==> src/rtl/dtg_pkg.sv <==
package dtg_pkg;
  localparam int REG_W      = 8;
  localparam int RC_LSB     = 5;
  localparam int RCD_BIT    = 4;
  localparam int RP_LSB     = 2;
  localparam int CODE_W     = 2;
  localparam logic [REG_W-1:0] FIELD_MASK = 8'h7C;

  typedef struct packed {
    logic [CODE_W-1:0] rc;
    logic              rcd;
    logic [CODE_W-1:0] rp;
  } dtg_timing_t;

  function automatic dtg_timing_t unpack_timing(input logic [REG_W-1:0] b);
    dtg_timing_t t;
    t.rc  = b[RC_LSB +: CODE_W];
    t.rcd = b[RCD_BIT];
    t.rp  = b[RP_LSB +: CODE_W];
    return t;
  endfunction
endpackage

==> src/rtl/dtg_guard.sv <==
module dtg_guard #(
  parameter int DISP_W = 2,
  parameter int INK_W  = 2
) (
  input  logic              clk,
  input  logic              rst_n,
  input  logic [DISP_W-1:0] disp_en,
  input  logic              fifo_off,
  input  logic              hfb_off,
  input  logic [INK_W-1:0]  ink_mode,
  output logic              update_ok
);
  logic used_q;
  logic engine_idle;
  logic never_used;

  // sticky record of any display enable since reset
  always_ff @(posedge clk or negedge rst_n) begin
    if (!rst_n)          used_q <= 1'b0;
    else if (|disp_en)   used_q <= 1'b1;
  end

  always_comb begin
    engine_idle = fifo_off && hfb_off && (ink_mode == '0);
    never_used  = !used_q && (disp_en == '0);
    update_ok   = engine_idle || never_used;
  end

  p_sticky_hold_r5: assert property (@(posedge clk) disable iff (!rst_n)
    used_q |=> used_q);

  p_fresh_open_r5: assert property (@(posedge clk) disable iff (!rst_n)
    (!used_q && disp_en == '0) |-> update_ok);

  p_busy_closed_r6: assert property (@(posedge clk) disable iff (!rst_n)
    (used_q && !fifo_off) |-> !update_ok);
endmodule

==> src/rtl/dtg_regfile.sv <==
module dtg_regfile
  import dtg_pkg::*;
(
  input  logic             clk,
  input  logic             rst_n,
  input  logic             wr,
  input  logic [REG_W-1:0] wdata,
  input  logic             update_ok,
  output logic [REG_W-1:0] rdata,
  output dtg_timing_t      timing,
  output logic             wr_err
);
  logic [REG_W-1:0] store_q;
  logic [REG_W-1:0] incoming;
  logic             restricted;
  logic             accept;

  always_comb begin
    incoming   = wdata & FIELD_MASK;
    restricted = (incoming != '0) && (incoming != store_q);
    accept     = wr && (!restricted || update_ok);
  end

  always_ff @(posedge clk or negedge rst_n) begin
    if (!rst_n) begin
      store_q <= '0;
      wr_err  <= 1'b0;
    end else if (wr) begin
      if (accept) begin
        store_q <= incoming;
        wr_err  <= 1'b0;
      end else begin
        wr_err  <= 1'b1;
      end
    end
  end

  assign rdata  = store_q;
  assign timing = unpack_timing(store_q);

  p_reject_r4: assert property (@(posedge clk) disable iff (!rst_n)
    (wr && restricted && !update_ok) |=> ($stable(store_q) && wr_err));

  p_accept_r2: assert property (@(posedge clk) disable iff (!rst_n)
    (wr && update_ok) |=> (store_q == $past(wdata & FIELD_MASK)));

  p_free_write_r3: assert property (@(posedge clk) disable iff (!rst_n)
    (wr && !restricted) |=> !wr_err);

  p_hold_r2: assert property (@(posedge clk) disable iff (!rst_n)
    !wr |=> $stable(store_q));
endmodule

==> src/rtl/dtg_rc_counter.sv <==
module dtg_rc_counter #(
  parameter int CODE_W  = 2,
  parameter int RC_BASE = 2
) (
  input  logic              clk,
  input  logic              rst_n,
  input  logic              start,
  input  logic [CODE_W-1:0] code,
  output logic              ready,
  output logic              done
);
  localparam int MAX_N = RC_BASE + (1 << CODE_W) - 1;
  localparam int CNT_W = $clog2(MAX_N + 1) + 1;

  logic             busy_q;
  logic [CNT_W-1:0] left_q;

  always_ff @(posedge clk or negedge rst_n) begin
    if (!rst_n) begin
      busy_q <= 1'b0;
      left_q <= '0;
      done   <= 1'b0;
    end else begin
      done <= 1'b0;
      if (busy_q) begin
        if (left_q == '0) begin
          done   <= 1'b1;
          busy_q <= 1'b0;
        end else begin
          left_q <= left_q - 1'b1;
        end
      end else if (start) begin
        busy_q <= 1'b1;
        left_q <= CNT_W'(code) + CNT_W'(RC_BASE - 1);
      end
    end
  end

  assign ready = !busy_q;

  p_load_r7: assert property (@(posedge clk) disable iff (!rst_n)
    (start && ready) |=> (!ready && left_q == CNT_W'($past(code)) + CNT_W'(RC_BASE - 1)));

  p_done_end_r7: assert property (@(posedge clk) disable iff (!rst_n)
    done |-> (ready && !$past(ready)));

  p_done_single_r7: assert property (@(posedge clk) disable iff (!rst_n)
    done |=> !done);

  p_ignore_busy_r8: assert property (@(posedge clk) disable iff (!rst_n)
    (!ready && left_q != '0) |=> (!ready && !done && left_q == $past(left_q) - 1'b1));
endmodule

==> src/rtl/dram_timing_guard.sv <==
module dram_timing_guard #(
  parameter int DISP_W  = 2,
  parameter int INK_W   = 2,
  parameter int RC_BASE = 2
) (
  input  logic              clk,
  input  logic              rst_n,
  input  logic              host_wr,
  input  logic [7:0]        host_wdata,
  output logic [7:0]        host_rdata,
  output logic              wr_err,
  input  logic [DISP_W-1:0] disp_en,
  input  logic              fifo_off,
  input  logic              hfb_off,
  input  logic [INK_W-1:0]  ink_mode,
  output logic              update_ok,
  output logic [1:0]        tm_rc_code,
  output logic              tm_rcd,
  output logic [1:0]        tm_rp_code,
  input  logic              cyc_start,
  output logic              cyc_ready,
  output logic              cyc_done
);
  import dtg_pkg::*;

  dtg_timing_t timing;
  logic        guard_ok;

  dtg_guard #(.DISP_W(DISP_W), .INK_W(INK_W)) u_guard (
    .clk(clk), .rst_n(rst_n), .disp_en(disp_en), .fifo_off(fifo_off),
    .hfb_off(hfb_off), .ink_mode(ink_mode), .update_ok(guard_ok)
  );

  dtg_regfile u_regs (
    .clk(clk), .rst_n(rst_n), .wr(host_wr), .wdata(host_wdata),
    .update_ok(guard_ok), .rdata(host_rdata), .timing(timing), .wr_err(wr_err)
  );

  dtg_rc_counter #(.CODE_W(CODE_W), .RC_BASE(RC_BASE)) u_rc (
    .clk(clk), .rst_n(rst_n), .start(cyc_start), .code(timing.rc),
    .ready(cyc_ready), .done(cyc_done)
  );

  assign update_ok  = guard_ok;
  assign tm_rc_code = timing.rc;
  assign tm_rcd     = timing.rcd;
  assign tm_rp_code = timing.rp;

  p_layout_r1: assert property (@(posedge clk) disable iff (!rst_n)
    host_wr |=> (host_rdata[7] == 1'b0 && host_rdata[1:0] == 2'b00));
endmodule

==> config.mk <==
export PLATFORM = sky130hd
export DESIGN_NAME = dram_timing_guard
export DESIGN_NICKNAME = d
export VERILOG_FILES = /design/src/rtl/dtg_pkg.sv /design/src/rtl/dtg_guard.sv /design/src/rtl/dtg_regfile.sv /design/src/rtl/dtg_rc_counter.sv /design/src/rtl/dram_timing_guard.sv
export SDC_FILE = /design/constraint.sdc
export NUM_CORES = 1
export LEC_CHECK = 0
export CORE_MARGIN = 2
export CORE_UTILIZATION = 45
export CTS_BUF_LIST = sky130_fd_sc_hd__clkbuf_8
export DETAILED_ROUTE_END_ITERATION = 10
export HOLD_SLACK_MARGIN = 0.1
export PLACE_DENSITY = 0.95
export SYNTH_ARGS = -nofsm -noshare
export SYNTH_HDL_FRONTEND = slang
export SYNTH_SLANG_ARGS = --single-unit
==> constraint.sdc <==
create_clock -name clk -period 3.62 [get_ports clk]
set_input_delay 1.086 -clock clk [delete_from_list [all_inputs] [get_ports clk]]
set_output_delay 1.086 -clock clk [all_outputs]
set_load 0.01 [all_outputs]
Yosys cells after proc, flatten, opt, wreduce, memory -nomap -nowiden
Cells that the tools add are included.
W data, S select, Z words.
- add/subtract/negate cells: 2
- equal/unequal tests: 2
- muxes and demuxes: 9
- reduce and logical (&&, ||, !) cells: 18
- operators by type and width (operator ; number):
    $mux W4 ; 3
    $reduce_bool A8 Y1 ; 1
    $mux W1 ; 6
    $logic_and A1 B1 Y1 ; 5
    $ne A5 B5 Y1 ; 1
    $logic_not A2 Y1 ; 2
    $logic_not A4 Y1 ; 1
    $reduce_and A2 Y1 ; 2
    $sub A4 B1 Y4 const B ; 1
    $add A2 B1 Y3 const B ; 1
    $logic_not A1 Y1 ; 3
    $logic_or A1 B1 Y1 ; 2
    $ne A2 B2 Y1 const B ; 1
    $reduce_bool A2 Y1 ; 1
    $reduce_or A2 Y1 ; 1
- register bits: 13
- output and inout port bits: 17
- word-level logic and storage cells: 37

Longest topological paths before layout
Gate-level depths: netlist of run 1.
- word-level depth: 6
- depth in mapped cells: 6

By module
A second synthesis of run 1 with hierarchy kept.
- cells, all modules: 69
- area, all modules: 759.5 um^2
- by module, submodules not included (module ; instances ; cells an instance ; area an instance (um^2) ; seq. area each (um^2)):
    dtg_regfile ; 1 ; 31 ; 355.3 ; 150.1
    dtg_rc_counter ; 1 ; 34 ; 351.6 ; 150.1
    dtg_guard ; 1 ; 4 ; 52.6 ; 25.0

Worst setup path after synthesis of run 1
Ideal clock, no wire load.
- path kind: input-to-output
- start: in disp_en[1]
- end: out update_ok
- arrival time: 1.606 ns
- required time: 2.534 ns
- setup slack: 0.928 ns
- stages on the path: 2
- path through: or3_1 -> o31ai_4
- cells in the longest elaborated chain, start to end: 3
- RTL lines (element ; RTL line ; RTL):
    start, declared ; dram_timing_guard.sv:12 ; input logic [DISP_W-1:0] disp_en,
    $logic_not A2 Y1 ; dtg_guard.sv:25 ; never_used = !used_q && (disp_en == '0);
    $logic_and A1 B1 Y1 ; dtg_guard.sv:25 ;
    $logic_or A1 B1 Y1 ; dtg_guard.sv:26 ; update_ok = engine_idle || never_used;
    end, declared ; dram_timing_guard.sv:16 ; output logic update_ok,
No other way between the ends.

Worst setup path in the final report of run 1
Same ends and word-level chain as after synthesis.

==> results of run 1 <==
-- cell families after synthesis --
family / after synthesis / share of synthesized area, %
AO/OA/AOI/OAI: 13 / 14.8
XOR/XNOR: 7 / 8.25
adder cells (fa/ha/maj): 3 / 5.05
buffers and inverters: 12 / 10.1
flip-flops: 13 / 43.8
multiplexers: 4 / 5.89
other: 1 / 0.505
AND/OR/NAND/NOR: 17 / 11.6
-- worst reg2reg max path, cell delays in order, from the launching register on --
cell and delay (ps):
sky130_fd_sc_hd__dfrtp_1 370, sky130_fd_sc_hd__inv_1 80, sky130_fd_sc_hd__ha_1 190, sky130_fd_sc_hd__and4bb_2 240
sky130_fd_sc_hd__nor4_1 230, sky130_fd_sc_hd__xnor2_1 170, sky130_fd_sc_hd__o22ai_1 100
-- how the worst min path moves through the flow --
stage,slack (ps),end,cells after the start,startpoint
finish,500,u_regs.wr_err,1,u_regs.wr_err
global placement,480,u_regs.wr_err,1,u_regs.wr_err
detailed placement,490,u_regs.wr_err,1,u_regs.wr_err
floorplan,480,u_guard.used_q,1,u_guard.used_q
CTS,500,u_regs.wr_err,1,u_regs.wr_err
global route,520,u_regs.wr_err,1,u_regs.wr_err
-- flip-flops by register name, summed over array words and instances (netlist names) --
register and flops:
u_regs.wr_err 1, u_rc.busy_q 1, u_rc.done 1, u_regs.rdata 5
u_rc.left_q 4, u_guard.used_q 1
-- report_power, final --
| part | internal, mW | leakage (nW) | switching (mW) |
|---|---|---|---|
| Combinational | 0.188 | 0.279 | 0.150 |
| Clock | 0.0752 | 0.0269 | 0.0554 |
| Sequential | 0.200 | 0.153 | 0.0555 |
-- layout by cell type (no fill, tap or decap), types with 2 or more instances in the layout --
cell | netlist | final
sky130_fd_sc_hd__a32o_1 | 2 | 2
sky130_fd_sc_hd__nand2_1 | 6 | 6
sky130_fd_sc_hd__xor2_1 | 5 | 5
sky130_fd_sc_hd__nor3_1 | 2 | 2
sky130_fd_sc_hd__mux2_2 | 3 | 3
sky130_fd_sc_hd__dfrtp_1 | 13 | 13
sky130_fd_sc_hd__inv_1 | 4 | 5
sky130_fd_sc_hd__xnor2_1 | 2 | 2
sky130_fd_sc_hd__o21ai_0 | 3 | 3
sky130_fd_sc_hd__clkdlybuf4s50_1 | 0 | 27
sky130_fd_sc_hd__nor2_1 | 4 | 4
sky130_fd_sc_hd__clkbuf_8 | 0 | 3
sky130_fd_sc_hd__ha_1 | 3 | 3
sky130_fd_sc_hd__conb_1 | 1 | 3
-- layout make-up --
type                            count  area [µm²]  area share [%]
Clock buffer                        3        41.3            3.96
Clock inverter                      1        3.75           0.360
Inverter                            4        15.0            1.44
Multi-Input combinational cell     47         350            33.6
Sequential cell                    13         325            31.2
Tap cell                           16        20.0            1.92
Timing Repair Buffer               29         287            27.5
-- stage by stage --
stage	setup slack, ps	cell area (µm²)
after detailed placement	-41.0	998
final	244	1040
after CTS	241	1040
after global placement	-9.24	998
after global routing	216	1040
after floorplan	928	751
-- metal layers --
layer / up-vias / GRT usage, % / share of wire [%]
met2: 19 / 30.1 / 51
li1: 288 / - / -
met1: 300 / 20.8 / 43
met5: - / 0 / 0
met3: 2 / 3.67 / 4.9
met4: 0 / 9.09 / 1.6
-- Yosys cell counts, drive strengths merged (2+ instances only) --
cell | instances | area, µm²
mux2 | 3 | 33.8
nor2 | 5 | 21.3
ha | 3 | 37.5
a32o | 2 | 20.0
nor3 | 2 | 10.0
nand2 | 6 | 22.5
dfrtp | 13 | 325
o21ai | 4 | 23.8
inv | 4 | 15.0
buf | 8 | 60.1
xnor2 | 2 | 17.5
xor2 | 5 | 43.8
-- what timing repair did --
item | in CTS | in global routing
setup buffers | 0 | 0
setup endpoints to repair | 1 | 0
resized for setup | 1 | 0
==> summary.log, run 1 <==
[run_status] result of the run finished clean
[route] number of antenna-violating nets in the routed design 0
[cells_and_area] number of standard cells in the final layout excluding fillers 113
[sta] part of the cycle the worst path needs 93.3%
[worst_setup_path] startpoint of the lowest-slack register-to-register path u_rc.left_q[0]
[cts] Worst-path clk slew 50 ps
[yosys] EDFF count, synth 0
[worst_setup_path] path length in cells of the critical path 4
[sta] max-slew violations 0
[sta] minimum clock period 3380 ps
[worst_setup_path] worst-path maximum fanout 2
[sta] worst slew margin relative to its limit 61.3%
[floorplan] Placeable Area 1520 µm²
[global_route] via count of the first global-routing pass 594
[yosys] Yosys cell types 27
[yosys] share of flip-flops with an asynchronous set or reset 100%
[cells_and_area] area growth from synthesis to final layout 40.2%
[worst_setup_path] kind of start point of the critical path input pin
[yosys] fraction of the yosys area taken by sequential cells 43.8%
[route] wire length reported by the detailed router 1.59 mm
[yosys] number of warnings issued by yosys 0
[route] total DRC errors in the routed layout 0
[floorplan] horizontal die dimension 44.6 µm
[power] Max IR drop VDD 0.593 mV
[worst_setup_path] Buffers & Inverters on Critical Path 2
[global_route] leftover overflow at the end of global routing 0
[power] PnR Total Power 0.724 mW
[floorplan] area enclosed by the die boundary 1990 µm²
[cts] Clock Path Buffers 2
[cells_and_area] final antenna diode count 0
[yosys] cell count after synthesis 70
[yosys] post-synthesis register bit count 13
[yosys] Netlist Area Pre-Place 743 µm²
[sta] total setup violations reported at the end of the flow 0
[worst_setup_path] Critical path origin disp_en[1]
[global_route] antenna violations before repair 0
[cts] hold buffer count at CTS 0
[cells_and_area] final net count 119
[flow_run] max_cap viols 0
[worst_setup_path] end point of the critical path update_ok
[worst_setup_path] number of cells on the worst reg-to-reg path 6
[worst_setup_path] FF-to-FF End u_rc.left_q[3]
[floorplan] die extent in y 44.6 µm
[route] 1st-pass router iterations 4
[cts] Clock Tree Root sky130_fd_sc_hd__clkbuf_8
[sta] tightest hold margin 499 ps
[route] average via count per standard cell 5.39
[cts] clock latency of the later-clocked register in the worst-skew pair 250 ps
[worst_setup_path] slowest library cell on the worst path sky130_fd_sc_hd__or3_1
[yosys] mean instance size in the synthesized netlist 10.6 µm²
[cts] number of clock buffers inserted by TritonCTS 3
[place] Buffers on Ports 28
[yosys] main flop type after synthesis sky130_fd_sc_hd__dfrtp_1
[floorplan] effective utilization at floorplan 48.8%
[worst_setup_path] CP delay by family, top buffers and inverters
[worst_setup_path] WP data required 2530 ps
[global_route] maximum number of pins on one net before global-route repair 14
[sta] transition time at the pin with the least slew margin 579 ps
[route] average wire per cell in the routed design 14.0 µm
[power] Cell Pwr Density 694 nW/µm²
[worst_setup_path] kind of end point of the critical path primary output
[cells_and_area] fraction of final layout cells sized beyond drive strength 1 11.3%
[route] vias after detailed routing 609
[cells_and_area] end-of-flow core utilization 68.4%
[worst_setup_path] signal arrival time at the worst endpoint 2290 ps
[sta] Worst Skew 1.73 ps
[floorplan] number of placement rows 14
[sta] setup tns final 0 ps
[cts] clock tree from TritonCTS done
[place] detailed placement HPWL 1.25 mm
[global_route] global-route wire length before repair 2.49 mm
[sta] setup repair after global routing missed its margin false
[worst_setup_path] cell breakdown of the critical path clkdlybuf4s50_1 -> or3_1 -> o31ai_4 -> dlygate4sd2_1
[global_route] total track usage 17.7%
[sta] hold violation total from the final report 0
[worst_setup_path] maximum cell stage delay along the critical path 430 ps
[worst_setup_path] start-to-end type of the worst setup path input pin to primary output
[cts] TritonCTS sink count 13
[sta] Fmax achieved 296 MHz
[place] gp weighted congestion 0.767
[floorplan] # IOs 35
[place] DP Cell Count 109
[cells_and_area] Filler Cells Inserted 113
[hold_path] Hold WC Path Type flop to flop
[worst_setup_path] R2R Setup Slk 2110 ps
[route] starting DRC count in detailed routing 6
[cts] # H-tree levels 1
[power] leakage power summed over all cells 0.459 nW
No activity file was read; power rests on OpenSTA's default activity.
==> run 2: changes to the inputs <==
- RECOVER_POWER: default -> 100
==> run 2 against run 1 <==
Via count stayed put. Worst hold slack got worse by 30 ps. Die area is the same. Critical path type unchanged. Largest power group unchanged.
==> summary.log, run 2 (synthesis gave the netlist of run 1 again) <==
[worst_setup_path] signal arrival time at the worst endpoint 2300 ps
[floorplan] area enclosed by the die boundary 1990 µm²
[cells_and_area] total area of sequential cells 325 µm²
[cts] Worst-path clk slew 50 ps
[route] average via count per standard cell 5.39
[global_route] via count of the first global-routing pass 594
[worst_setup_path] cell breakdown of the critical path clkdlybuf4s50_1 -> or3_1 -> o31ai_1 -> dlygate4sd2_1
[sta] total setup violations reported at the end of the flow 0
[global_route] leftover overflow at the end of global routing 0
[floorplan] effective utilization at floorplan 48.8%
[cts] number of buffers inserted by post-CTS setup repair 0
[worst_setup_path] kind of start point of the critical path input pin
[floorplan] die extent in y 44.6 µm
[cells_and_area] fraction of final layout cells sized beyond drive strength 1 7.22%
[route] wire length reported by the detailed router 1.59 mm
[cts] # H-tree levels 1
[sta] minimum clock period 3380 ps
[cells_and_area] leading cell type in the layout, fill and taps excluded sky130_fd_sc_hd__dlygate4sd3_1
[global_route] fraction of met3 tracks used by global routing 3.67%
[cells_and_area] area growth from synthesis to final layout 37.5%
[place] detailed placement HPWL 1.25 mm
[global_route] met1 Resource Use GR 20.8%
[cts] TritonCTS sink count 13
[global_route] Most Crowded Layer GR met2
[cts] Clock Path Buffers 2
[cells_and_area] number of flip-flops under the largest register name 5
[floorplan] # IOs 35
[worst_setup_path] kind of end point of the critical path primary output
[place] gp weighted congestion 0.767
[flow_run] max_cap viols 0
[cts] clock latency of the later-clocked register in the worst-skew pair 250 ps
[worst_setup_path] worst-path maximum fanout 2
[global_route] met2 Track Usage GR 30.1%
[cells_and_area] Filler Cells Inserted 118
[place] DP Cell Count 109
[sta] Worst Skew 0.835 ps
[sta] worst slew margin relative to its limit 57.7%
[cts] number of clock buffers inserted by TritonCTS 3
[sta] tightest hold margin 469 ps
[cells_and_area] final net count 119
[global_route] total track usage 17.7%
[sta] hold violation total from the final report 0
[hold_path] Hold WC Path Type flop to flop
[cells_and_area] final antenna diode count 0
[worst_setup_path] WP data required 2530 ps
[route] vias after detailed routing 609
[global_route] maximum number of pins on one net before global-route repair 14
[worst_setup_path] start-to-end type of the worst setup path input pin to primary output
[cts] clock tree from TritonCTS done
[sta] transition time at the pin with the least slew margin 628 ps
[route] 1st-pass router iterations 4
[floorplan] horizontal die dimension 44.6 µm
[cells_and_area] number of standard cells in the final layout excluding fillers 113
[place] Buffers on Ports 28
[sta] Fmax achieved 296 MHz
[cells_and_area] most frequent cells in the layout 16 x sky130_fd_sc_hd__dlygate4sd3_1, 13 x sky130_fd_sc_hd__dfrtp_1, 11 x sky130_fd_sc_hd__clkdlybuf4s50_1, 6 x sky130_fd_sc_hd__nand2_1
[global_route] antenna violations before repair 0
[worst_setup_path] maximum cell stage delay along the critical path 390 ps
[sta] setup repair after global routing missed its margin false
[sta] setup tns final 0 ps
[cells_and_area] footprint of the multi-input gates 330 µm²
[cts] Clock Tree Root sky130_fd_sc_hd__clkbuf_8
[sta] max-slew violations 0
[route] starting DRC count in detailed routing 8
[run_status] result of the run finished clean
[floorplan] number of placement rows 14
[route] total DRC errors in the routed layout 0
[sta] part of the cycle the worst path needs 93.4%
[route] number of antenna-violating nets in the routed design 0
[power] Cell Pwr Density 684 nW/µm²
[power] Max IR drop VDD 0.588 mV
[floorplan] Placeable Area 1520 µm²
[global_route] global-route wire length before repair 2.49 mm
[worst_setup_path] slowest library cell on the worst path sky130_fd_sc_hd__clkdlybuf4s50_1
[power] leakage power summed over all cells 0.476 nW
[route] average wire per cell in the routed design 14.1 µm
[run 2: cell type report]
cell class	instances	area share (%)
sequential	13	31.8
multi-input combinational	47	32.3
clock buffer	3	4.04
inverter	4	1.47
tap	16	1.96
clock inverter	1	0.367
timing repair buffer	29	28.0
[run 2: per-stage QoR]
step | setup slack [ps] | utilization (%) | cell area, µm² | total power [mW]
after detailed placement | -41.0 | 65.5 | 998 | 0.593
after CTS | 241 | 68.4 | 1040 | 0.726
after floorplan | 928 | - | 751 | 0.462
after global placement | -9.24 | 65.5 | 998 | 0.574
final | 239 | 67.1 | 1020 | 0.700
after global routing | 181 | 67.1 | 1020 | 0.752
[run 2: repair_timing]
item	4_1_cts	5_1_grt
setup endpoints to repair	1	0
hold buffers	0	0
resized for setup	1	0
[run 2: final timing paths]
check                                from         endpoint  slack, ps  cells past startpoint
max                            disp_en[1]        update_ok        240                      4
min                        u_guard.used_q   u_guard.used_q        470                      1
max reg2reg                u_guard.used_q  u_regs.rdata[2]       1920                      5
min reg2reg                u_guard.used_q   u_guard.used_q        470                      1
max in group asynchronous           rst_n  u_regs.rdata[5]       1960                      1
min in group asynchronous           rst_n   u_rc.left_q[1]       1280                      1
[run 2: critical path, delay by kind of cell]
kind	cells	cell delay [ps]
AO/OA/AOI/OAI	1	110
buffers and inverters	2	710
AND/OR/NAND/NOR	1	390
[run 2: power breakdown]
group          switching, mW  internal (mW)
clock network         0.0549         0.0751
registers             0.0531          0.200
logic                  0.148          0.168
[run 2: per-layer routing]
metal	vias to the layer above	share of wire, %
met3	2	6.7
met5	-	0
met4	0	1.6
met1	295	41
li1	287	-
met2	25	50
==> run 3: changes to the inputs <==
- SLEW_MARGIN: default -> 20
==> results of run 3 <==
No change in the layout: final DEF, timing and power equal those of run 2.
